===== config.mk =====
export PLATFORM = sky130hd
export DESIGN_NAME = lin_brk_det
export DESIGN_NICKNAME = d
export VERILOG_FILES = /design/src/rtl/lin_brk_pkg.sv /design/src/rtl/lin_brk_sync.sv /design/src/rtl/lin_brk_cnt.sv /design/src/rtl/lin_brk_flags.sv /design/src/rtl/lin_brk_det.sv
export SDC_FILE = /design/constraint.sdc
export NUM_CORES = 1
export LEC_CHECK = 0
export ABC_AREA = 1
export BUFFER_PORTS_ARGS = -buffer_cell sky130_fd_sc_hd__clkbuf_2
export CAP_MARGIN = 5
export CORE_ASPECT_RATIO = 0.9
export CORE_MARGIN = 2
export CORE_UTILIZATION = 50
export CTS_BUF_LIST = sky130_fd_sc_hd__clkbuf_4 sky130_fd_sc_hd__clkbuf_8
export DETAILED_ROUTE_END_ITERATION = 8
export GPL_ROUTABILITY_DRIVEN = 0
export PLACE_DENSITY_LB_ADDON = 0.12
export SYNTH_ARGS = -nofsm -noshare
export SYNTH_HDL_FRONTEND = slang
export SYNTH_SLANG_ARGS = --single-unit

===== constraint.sdc =====
create_clock -name clk -period 1.5 [get_ports clk]
set_input_delay 0.15 -clock clk [delete_from_list [all_inputs] [get_ports clk]]
set_output_delay 0.15 -clock clk [all_outputs]
set_load 0.02 [all_outputs]

===== src/rtl/lin_brk_pkg.sv =====
package lin_brk_pkg;
  typedef struct packed {
    logic low;
    logic fall;
    logic rise;
  } lin_edge_t;

  localparam int unsigned DEF_CNT_W = 12;
endpackage


===== src/rtl/lin_brk_sync.sv =====
module lin_brk_sync
  import lin_brk_pkg::*;
#(
  parameter int unsigned STAGES = 2
) (
  input  logic      clk,
  input  logic      rst,
  input  logic      bus_in,
  output lin_edge_t ev
);
  logic [STAGES-1:0] chain_q;
  logic              prev_q;

  generate
    if (STAGES == 1) begin : g_one
      always_ff @(posedge clk) begin
        if (rst) chain_q <= '1;
        else     chain_q <= bus_in;
      end
    end else begin : g_many
      always_ff @(posedge clk) begin
        if (rst) chain_q <= '1;
        else     chain_q <= {chain_q[STAGES-2:0], bus_in};
      end
    end
  endgenerate

  always_ff @(posedge clk) begin
    if (rst) prev_q <= 1'b1;
    else     prev_q <= chain_q[STAGES-1];
  end

  always_comb begin
    ev.low  = ~chain_q[STAGES-1];
    ev.fall = prev_q & ~chain_q[STAGES-1];
    ev.rise = ~prev_q & chain_q[STAGES-1];
  end
endmodule


===== src/rtl/lin_brk_cnt.sv =====
module lin_brk_cnt
  import lin_brk_pkg::*;
#(
  parameter int unsigned CNT_W = DEF_CNT_W
) (
  input  logic             clk,
  input  logic             rst,
  input  lin_edge_t        ev,
  input  logic             tick_en,
  input  logic             enable,
  input  logic             rd_en,
  output logic [CNT_W-1:0] cnt,
  output logic             ovf,
  output logic             ovf_hit
);
  localparam logic [CNT_W-1:0] CNT_MAX = '1;

  logic advance;
  logic clear;

  assign clear   = ev.fall | rd_en;
  assign advance = enable & tick_en & ev.low & ~ovf & ~clear;
  assign ovf_hit = advance & (cnt == CNT_MAX);

  always_ff @(posedge clk) begin
    if (rst) begin
      cnt <= '0;
    end else if (clear) begin
      cnt <= '0;
    end else if (advance && cnt != CNT_MAX) begin
      cnt <= cnt + 1'b1;
    end
  end

  always_ff @(posedge clk) begin
    if (rst)          ovf <= 1'b0;
    else if (ev.fall) ovf <= 1'b0;
    else if (ovf_hit) ovf <= 1'b1;
  end
endmodule


===== src/rtl/lin_brk_flags.sv =====
module lin_brk_flags
  import lin_brk_pkg::*;
#(
  parameter int unsigned    CNT_W   = DEF_CNT_W,
  parameter logic [CNT_W-1:0] CMP_RST = 12'h047
) (
  input  logic             clk,
  input  logic             rst,
  input  lin_edge_t        ev,
  input  logic             enable,
  input  logic [CNT_W-1:0] cnt,
  input  logic             ovf,
  input  logic             ovf_hit,
  input  logic             wr_en,
  input  logic [CNT_W-1:0] wr_data,
  input  logic             clr_brk,
  input  logic             clr_err,
  output logic [CNT_W-1:0] cmp_val,
  output logic             brk_flag,
  output logic             err_flag,
  output logic             brk_irq,
  output logic             err_irq,
  output logic             sync_ok
);
  logic armed_q;
  logic seen_q;
  logic fire;

  assign fire = armed_q & enable & (cnt == cmp_val);

  always_ff @(posedge clk) begin
    if (rst)        cmp_val <= CMP_RST;
    else if (wr_en) cmp_val <= wr_data;
  end

  always_ff @(posedge clk) begin
    if (rst)                  armed_q <= 1'b0;
    else if (ev.fall)         armed_q <= 1'b1;
    else if (fire || ev.rise) armed_q <= 1'b0;
  end

  always_ff @(posedge clk) begin
    if (rst)                     seen_q <= 1'b0;
    else if (fire)               seen_q <= 1'b1;
    else if (ev.fall || clr_brk) seen_q <= 1'b0;
  end

  always_ff @(posedge clk) begin
    if (rst) begin
      brk_flag <= 1'b0;
      err_flag <= 1'b0;
      brk_irq  <= 1'b0;
      err_irq  <= 1'b0;
    end else begin
      brk_irq <= fire;
      err_irq <= ovf_hit;
      if (fire)         brk_flag <= 1'b1;
      else if (clr_brk) brk_flag <= 1'b0;
      if (ovf_hit)      err_flag <= 1'b1;
      else if (clr_err) err_flag <= 1'b0;
    end
  end

  always_ff @(posedge clk) begin
    if (rst)                                       sync_ok <= 1'b0;
    else if (ovf_hit || clr_brk || !enable)        sync_ok <= 1'b0;
    else if (ev.rise && (seen_q || fire) && !ovf)  sync_ok <= 1'b1;
  end
endmodule


===== src/rtl/lin_brk_det.sv =====
module lin_brk_det
  import lin_brk_pkg::*;
#(
  parameter int unsigned      CNT_W       = DEF_CNT_W,
  parameter int unsigned      SYNC_STAGES = 2,
  parameter logic [CNT_W-1:0] CMP_RST     = 12'h047
) (
  input  logic             clk,
  input  logic             rst,
  input  logic             bus_in,
  input  logic             tick_en,
  input  logic             enable,
  input  logic             rd_en,
  output logic [CNT_W-1:0] rd_data,
  input  logic             wr_en,
  input  logic [CNT_W-1:0] wr_data,
  output logic [CNT_W-1:0] cmp_val,
  input  logic             clr_brk,
  input  logic             clr_err,
  output logic             brk_flag,
  output logic             err_flag,
  output logic             brk_irq,
  output logic             err_irq,
  output logic             sync_ok
);
  lin_edge_t        ev_w;
  logic [CNT_W-1:0] cnt_w;
  logic             ovf_w;
  logic             ovf_hit_w;

  lin_brk_sync #(.STAGES(SYNC_STAGES)) u_sync (
    .clk    (clk),
    .rst    (rst),
    .bus_in (bus_in),
    .ev     (ev_w)
  );

  lin_brk_cnt #(.CNT_W(CNT_W)) u_cnt (
    .clk     (clk),
    .rst     (rst),
    .ev      (ev_w),
    .tick_en (tick_en),
    .enable  (enable),
    .rd_en   (rd_en),
    .cnt     (cnt_w),
    .ovf     (ovf_w),
    .ovf_hit (ovf_hit_w)
  );

  lin_brk_flags #(.CNT_W(CNT_W), .CMP_RST(CMP_RST)) u_flags (
    .clk      (clk),
    .rst      (rst),
    .ev       (ev_w),
    .enable   (enable),
    .cnt      (cnt_w),
    .ovf      (ovf_w),
    .ovf_hit  (ovf_hit_w),
    .wr_en    (wr_en),
    .wr_data  (wr_data),
    .clr_brk  (clr_brk),
    .clr_err  (clr_err),
    .cmp_val  (cmp_val),
    .brk_flag (brk_flag),
    .err_flag (err_flag),
    .brk_irq  (brk_irq),
    .err_irq  (err_irq),
    .sync_ok  (sync_ok)
  );

  always_ff @(posedge clk) begin
    if (rst)        rd_data <= '0;
    else if (rd_en) rd_data <= cnt_w;
  end
endmodule


==> results of run 1 <==
-- cells in the final DEF, fill, tap and decap left out --
cell type	Yosys	layout
o31ai_1	1	1
nand3_2	0	1
or2_2	3	3
dfxtp_2	0	3
inv_1	33	33
nand3_1	16	15
xor2_1	6	6
ha_4	0	1
o2111ai_1	1	1
buf_4	0	21
buf_6	1	2
nor4_1	1	1
a21oi_2	0	1
a21oi_1	40	39
dfxtp_1	47	42
nor3_1	5	5
clkbuf_8	0	7
clkinvlp_4	0	1
nor2_2	1	1
nor2_1	22	21
clkbuf_2	0	49
nand2_1	71	71
nor2_4	0	1
nand3b_1	2	2
dfxtp_4	0	2
nand2_4	0	1
o21ai_0	29	29
inv_4	0	1
nand4_1	3	3
xnor2_1	1	1
nor3_4	1	2
-- cell type report --
type / count / area share
Sequential cell: 47 / 0.353
Timing Repair Buffer: 72 / 0.158
Tap cell: 48 / 0.0223
Clock buffer: 7 / 0.0357
Multi-Input combinational cell: 206 / 0.381
Clock inverter: 1 / 0.00278
Inverter: 34 / 0.0482
-- worst min path at each step --
stage,from,to,slack [ps],cells past startpoint
CTS,bus_in,u_sync.chain_q[0]$_SDFF_PP1_,30,2
floorplan,clr_brk,u_flags.seen_q$_SDFFE_PP0P_,250,1
global placement,bus_in,u_sync.chain_q[0]$_SDFF_PP1_,340,2
global route,bus_in,u_sync.chain_q[0]$_SDFF_PP1_,40,2
finish,bus_in,u_sync.chain_q[0]$_SDFF_PP1_,30,2
detailed placement,bus_in,u_sync.chain_q[0]$_SDFF_PP1_,350,2
-- cell families after synthesis --
logic type / synth area share
AO/OA/AOI/OAI: 0.172
AND/OR/NAND/NOR: 0.263
XOR/XNOR: 0.0292
flip-flops: 0.449
adder cells (fa/ha/maj): 0.00597
buffers and inverters: 0.0805
-- sequential cells by signal, indices dropped and copies added, names as in the netlist --
signal            count
rd_data              12
u_cnt.cnt            12
u_flags.cmp_val      12
u_sync.chain_q        2
u_cnt.ovf             1
u_flags.armed_q       1
u_flags.brk_flag      1
u_flags.brk_irq       1
u_flags.err_flag      1
u_flags.err_irq       1
u_flags.seen_q        1
u_flags.sync_ok       1
u_sync.prev_q         1
-- power groups by stage --
stage	combinational, mW	sequential [mW]	clock (mW)
floorplan	0.119	1.39	0
global placement	0.264	1.34	0
global route	0.300	1.32	0.917
CTS	0.267	1.32	0.855
detailed placement	0.265	1.35	0
finish	0.270	1.31	0.849
-- stage by stage --
| step | setup slack (ps) | setup TNS [ps] |
|---|---|---|
| 2_1_floorplan | 67.0 | 0 |
| 3_3_place_gp | 89.0 | 0 |
| 3_5_place_dp | 32.2 | 0 |
| 4_1_cts | 9.85 | 0 |
| 5_1_grt | -40.1 | -171 |
| 6_report | 65.3 | 0 |
-- per-layer routing --
layer | wire, µm | GRT usage | vias up
met5 | 0 | 0 | -
met4 | 53 | 0.0731 | 0
met3 | 422 | 0.0368 | 6
met2 | 2450 | 0.349 | 82
met1 | 2690 | 0.369 | 973
li1 | - | - | 1102
-- what timing repair did --
action | 4_1_cts | 5_1_grt
setup endpoints to repair | 0 | 12
setup buffers | 0 | 5
resized for setup | 0 | 18
==> impl_metrics.py, run 1 <==
metrics = {
    "synth": {
        "post-synth-top-area-fraction": 0.449,
        "avgSynthCellArea_um2": 7.08,
        "ys_ff_latch": 47,
        "synthArstFlopShare": 0,
        "ys_seq_area_frac": 0.449,
        "yosys_warnings": 0,
        "synth_cells": 296,
        "synthTopCellsByArea": "dfxtp_1 45%, nand2_1 13%, a21oi_1 9.5%, o21ai_0 6.9%, inv_1 5.9%",
        "synth_ff_type": "dfxtp_1",
        "netlist-cell-type-count": 25,
        "syn_nets": 318,
        "yosysTopAreaCell": "dfxtp_1",
        "syn_area_um2": 2100,
        "yosys-top-cells-count": "71 x nand2_1, 47 x dfxtp_1, 40 x a21oi_1",
        "synth_enable_flop_cells": 0,
        "synthMostInstantiatedCell": "nand2_1",
    },
    "critical_path": {
        "cpPeakStageDelay_ps": 370,
        "path_cells": "ha_4, nand3_2, nor2_2, nand4_1, nand2_4, buf_6, o21ai_0, a21oi_1",
        "r2r_slack_ps": 70,
        "arrival_ps": 1670,
        "endpoint": "u_cnt.cnt[1]$_SDFFE_PP0P_",
        "worst-path-buf-inv": 1,
        "path_depth": 8,
        "r2r-start": "u_cnt.cnt[1]$_SDFFE_PP0P_",
        "path_max_fanout": 8,
        "path_class": "flip-flop to flip-flop",
        "crit_family": "simple AND/OR/NAND/NOR gates",
        "critical_path.startpoint": "u_cnt.cnt[1]$_SDFFE_PP0P_",
        "regToRegEndpoint": "u_cnt.cnt[1]$_SDFFE_PP0P_",
        "reg2reg_depth": 8,
        "crit_slowest_cell": "dfxtp_4",
        "required_ps": 1730,
        "critPathLaunchType": "flip-flop",
        "crit_path_end_kind": "flip-flop",
    },
    "grt": {
        "grt_pass1_vias": 1858,
        "grt_pass1_wl_mm": 8.74,
        "grt_max_degree": 26,
        "grt_usage": 0.242,
        "grt_overflow": 0,
        "antenna_found_initial": 0,
    },
    "placed_design": {
        "place_inst": 402,
        "io_buffers": 49,
        "dpl.hpwl_mm": 4.17,
        "dpl_cell_area_um2": 2500,
    },
    "timing": {
        "hold_viol": 0,
        "fin_worst_skew_ps": 2.21,
        "rsz0062_at_grt": "true",
        "tightest_slew_ps": 455,
        "period_share": 0.956,
        "max_freq_mhz": 697,
        "setup_violations": 0,
        "slew_headroom": 0.696,
        "maxSlewViolCount": 0,
        "fin_crit_ps": 1430,
        "holdWs_ps": 31.5,
    },
    "clock_tree": {
        "clk_path_buf_depth": 2,
        "cts_tree": "built",
        "numCtsBuffers": 5,
        "htreeDepth": 2,
        "cts-root-buf": "clkbuf_8",
        "postCtsHoldBufs": 0,
        "path_clk_slew_ps": 80,
        "clock_latency_ps": 300,
        "cts.sinks": 47,
    },
    "power": {
        "internal-power_mw": 1.80,
        "swShare": 0.259,
        "comb_power_share": 0.111,
        "irDropWorstVdd_mv": 0.611,
        "p_per_area_nw_per_um2": 902,
        "leakage_nw": 1.21,
        "clockPowerShare": 0.349,
        "p_sw_uw": 631,
        "p_seq_frac": 0.540,
        "p_total_mw": 2.43,
    },
    "floorplan": {
        "coreArea_um2": 4050,
        "ios": 50,
        "dieArea_um2": 4730,
        "die_w_um": 72.3,
        "row_count": 22,
        "initial_utilization": 0.518,
        "die_h_um": 65.4,
    },
    "run": {
        "max_cap_viol_count": 0,
    },
    "finish": {
        "area_delta_synth_final_pct": 28.7,
        "multi_input_area_um2": 1030,
        "finish.utilization": 0.667,
        "antenna_cells": 0,
        "seqCellArea_um2": 952,
        "layout.nets": 388,
        "fillerInstances": 345,
        "design_area_um2": 2700,
        "drive_gt1_frac": 0.264,
        "final_cells": 415,
    },
    "worst_hold_path": {
        "hp-class": "input pin to flip-flop",
    },
    "routing": {
        "routedWlPerCell_um": 13.5,
        "dr.pass1.iters": 7,
        "dr.first_iter.drc_count": 173,
        "via_per_inst": 5.21,
        "drc_errors": 0,
        "ant_nets": 0,
        "vias": 2163,
        "drt-total-wl_mm": 5.61,
    },
    "outcome": {
        "status": "completed",
    },
}
(Power assumes the default switching activity.)
==> run 2, diff against run 1 <==
==> constraint.sdc (replaced) <==
create_clock -name clk -period 1.75 [get_ports clk]
set_input_delay 0.175 -clock clk [delete_from_list [all_inputs] [get_ports clk]]
set_output_delay 0.175 -clock clk [all_outputs]
set_load 0.02 [all_outputs]
==> run 2 against run 1 <==
  * Combinational power fell by 16%
  * Critical path depth is the same
  * Fmax fell by 8.2%
  * Sequential power decreased by 14%
  * Clock skew increased by 5.2 ps
  * Via count down 6.1%
  * Count of clock-buffer cells in the layout did not move
  * Cell count is 4.1% lower
  * Non-clock buffer count is 17 lower
  * Setup slack gained 120 ps
  * Die area stayed put
  * Critical endpoint is now u_cnt.cnt[7]$_SDFFE_PP0P_
  * Largest cell class unchanged
==> impl_metrics.py, run 2 (synthesis results as in run 1) <==
metrics = {
    "outcome": {
        "status": "completed",
    },
    "critical_path": {
        "path_max_fanout": 8,
        "required_ps": 1970,
        "reg2reg_depth": 8,
        "path_class": "flip-flop to flip-flop",
        "r2r_slack_ps": 190,
        "arrival_ps": 1780,
        "crit_path_end_kind": "flip-flop",
        "critPathLaunchType": "flip-flop",
    },
    "grt": {
        "antenna_found_initial": 0,
        "grt_usage": 0.236,
        "grt_overflow": 0,
        "grt_pass1_vias": 1813,
        "grt_pass1_wl_mm": 8.63,
        "grt_max_degree": 24,
    },
    "routing": {
        "ant_nets": 0,
        "routedWlPerCell_um": 12.9,
        "vias": 2032,
        "via_per_inst": 5.11,
        "drt-total-wl_mm": 5.14,
        "dr.first_iter.drc_count": 161,
        "drc_errors": 0,
        "dr.pass1.iters": 4,
    },
    "floorplan": {
        "dieArea_um2": 4730,
        "ios": 50,
        "initial_utilization": 0.518,
        "row_count": 22,
        "coreArea_um2": 4050,
        "die_h_um": 65.4,
        "die_w_um": 72.3,
    },
    "finish": {
        "layout.nets": 371,
        "area_delta_synth_final_pct": 19.0,
        "finish.utilization": 0.617,
        "reg_top3": "rd_data: 12 flops, u_cnt.cnt: 12 flops, u_flags.cmp_val: 12 flops",
        "final_common_cell": "nand2_1",
        "antenna_cells": 0,
        "drive_gt1_frac": 0.203,
        "layout_common_cells": "71 x nand2_1, 49 x clkbuf_2, 47 x dfxtp_1",
        "fillerInstances": 393,
    },
    "power": {
        "clockPowerShare": 0.325,
        "comb_power_share": 0.113,
        "irDropWorstVdd_mv": 0.536,
        "p_per_area_nw_per_um2": 805,
        "leakage_nw": 1.10,
        "p_seq_frac": 0.562,
        "swShare": 0.254,
        "internal-power_mw": 1.50,
        "p_sw_uw": 510,
    },
    "clock_tree": {
        "htreeDepth": 2,
        "cts_resized": 0,
        "postCtsHoldBufs": 0,
        "cts_tree": "built",
        "path_clk_slew_ps": 80,
        "cts.sinks": 47,
        "cts_setup_buffers": 0,
        "numCtsBuffers": 5,
        "clk_path_buf_depth": 2,
        "clock_latency_ps": 290,
        "cts-root-buf": "clkbuf_8",
    },
    "worst_hold_path": {
        "hp-class": "input pin to flip-flop",
        "whs_path_depth": 2,
    },
    "timing": {
        "fin_crit_ps": 1560,
        "tightest_slew_ps": 454,
        "period_share": 0.893,
        "slew_headroom": 0.697,
        "setup_violations": 0,
        "finalSetupTns_ps": 0,
        "max_freq_mhz": 640,
        "fin_worst_skew_ps": 7.40,
        "maxSlewViolCount": 0,
        "hold_viol": 0,
        "rsz0062_at_grt": "false",
    },
    "placed_design": {
        "io_buffers": 49,
        "dpl.hpwl_mm": 3.99,
    },
    "run": {
        "max_cap_viol_count": 0,
    },
}
-- run 2: cell type report --
cell class / count / area [µm²] / area share
flip-flops and latches: 47 / 941 / 0.377
multi-input cells: 206 / 987 / 0.396
well taps: 48 / 60.1 / 0.0241
clock buffers: 7 / 83.8 / 0.0336
inverters: 34 / 128 / 0.0512
clock inverters: 1 / 5.00 / 0.00201
repair buffers: 55 / 290 / 0.116
-- run 2: routing by layer --
metal,track usage,part of all wire
met2,0.334,0.40
met1,0.364,0.53
met5,0,0
met4,0.0590,0.0093
met3,0.0460,0.060
-- run 2: metrics by stage --
step                      area [µm²]  instances  worst slack [ps]  power [mW]  hold slack, ps
after global routing            2490        398              17.4        2.11            67.3
after CTS                       2490        398               192        2.01            68.6
after global placement          2410        390               270        1.38             368
final                           2490        398               188        2.01            71.0
after floorplan                 2100        296               317        1.29             276
after detailed placement        2410        390               212        1.38             368
-- run 2: power groups by stage --
stage	Sequential (mW)	Clock, mW	Combinational, mW
detailed placement	1.15	0	0.225
global placement	1.15	0	0.224
finish	1.13	0.653	0.226
floorplan	1.19	0	0.102
CTS	1.13	0.660	0.226
global route	1.13	0.720	0.253
-- run 2: final timing paths --
path	from	endpoint
max	u_cnt.cnt[1]$_SDFFE_PP0P_	u_cnt.cnt[7]$_SDFFE_PP0P_
min	bus_in	u_sync.chain_q[0]$_SDFF_PP1_
max reg2reg	u_cnt.cnt[1]$_SDFFE_PP0P_	u_cnt.cnt[7]$_SDFFE_PP0P_
min reg2reg	u_sync.chain_q[0]$_SDFF_PP1_	u_sync.chain_q[1]$_SDFF_PP1_
-- run 2: critical path: stages, from the launching register on --
cell     delay [ps]
dfxtp_1         360
ha_1            240
nand3_1         130
nor2_2          150
nand4_1         120
nand2_2         130
buf_4           170
nand2_1          50
a21oi_1         140
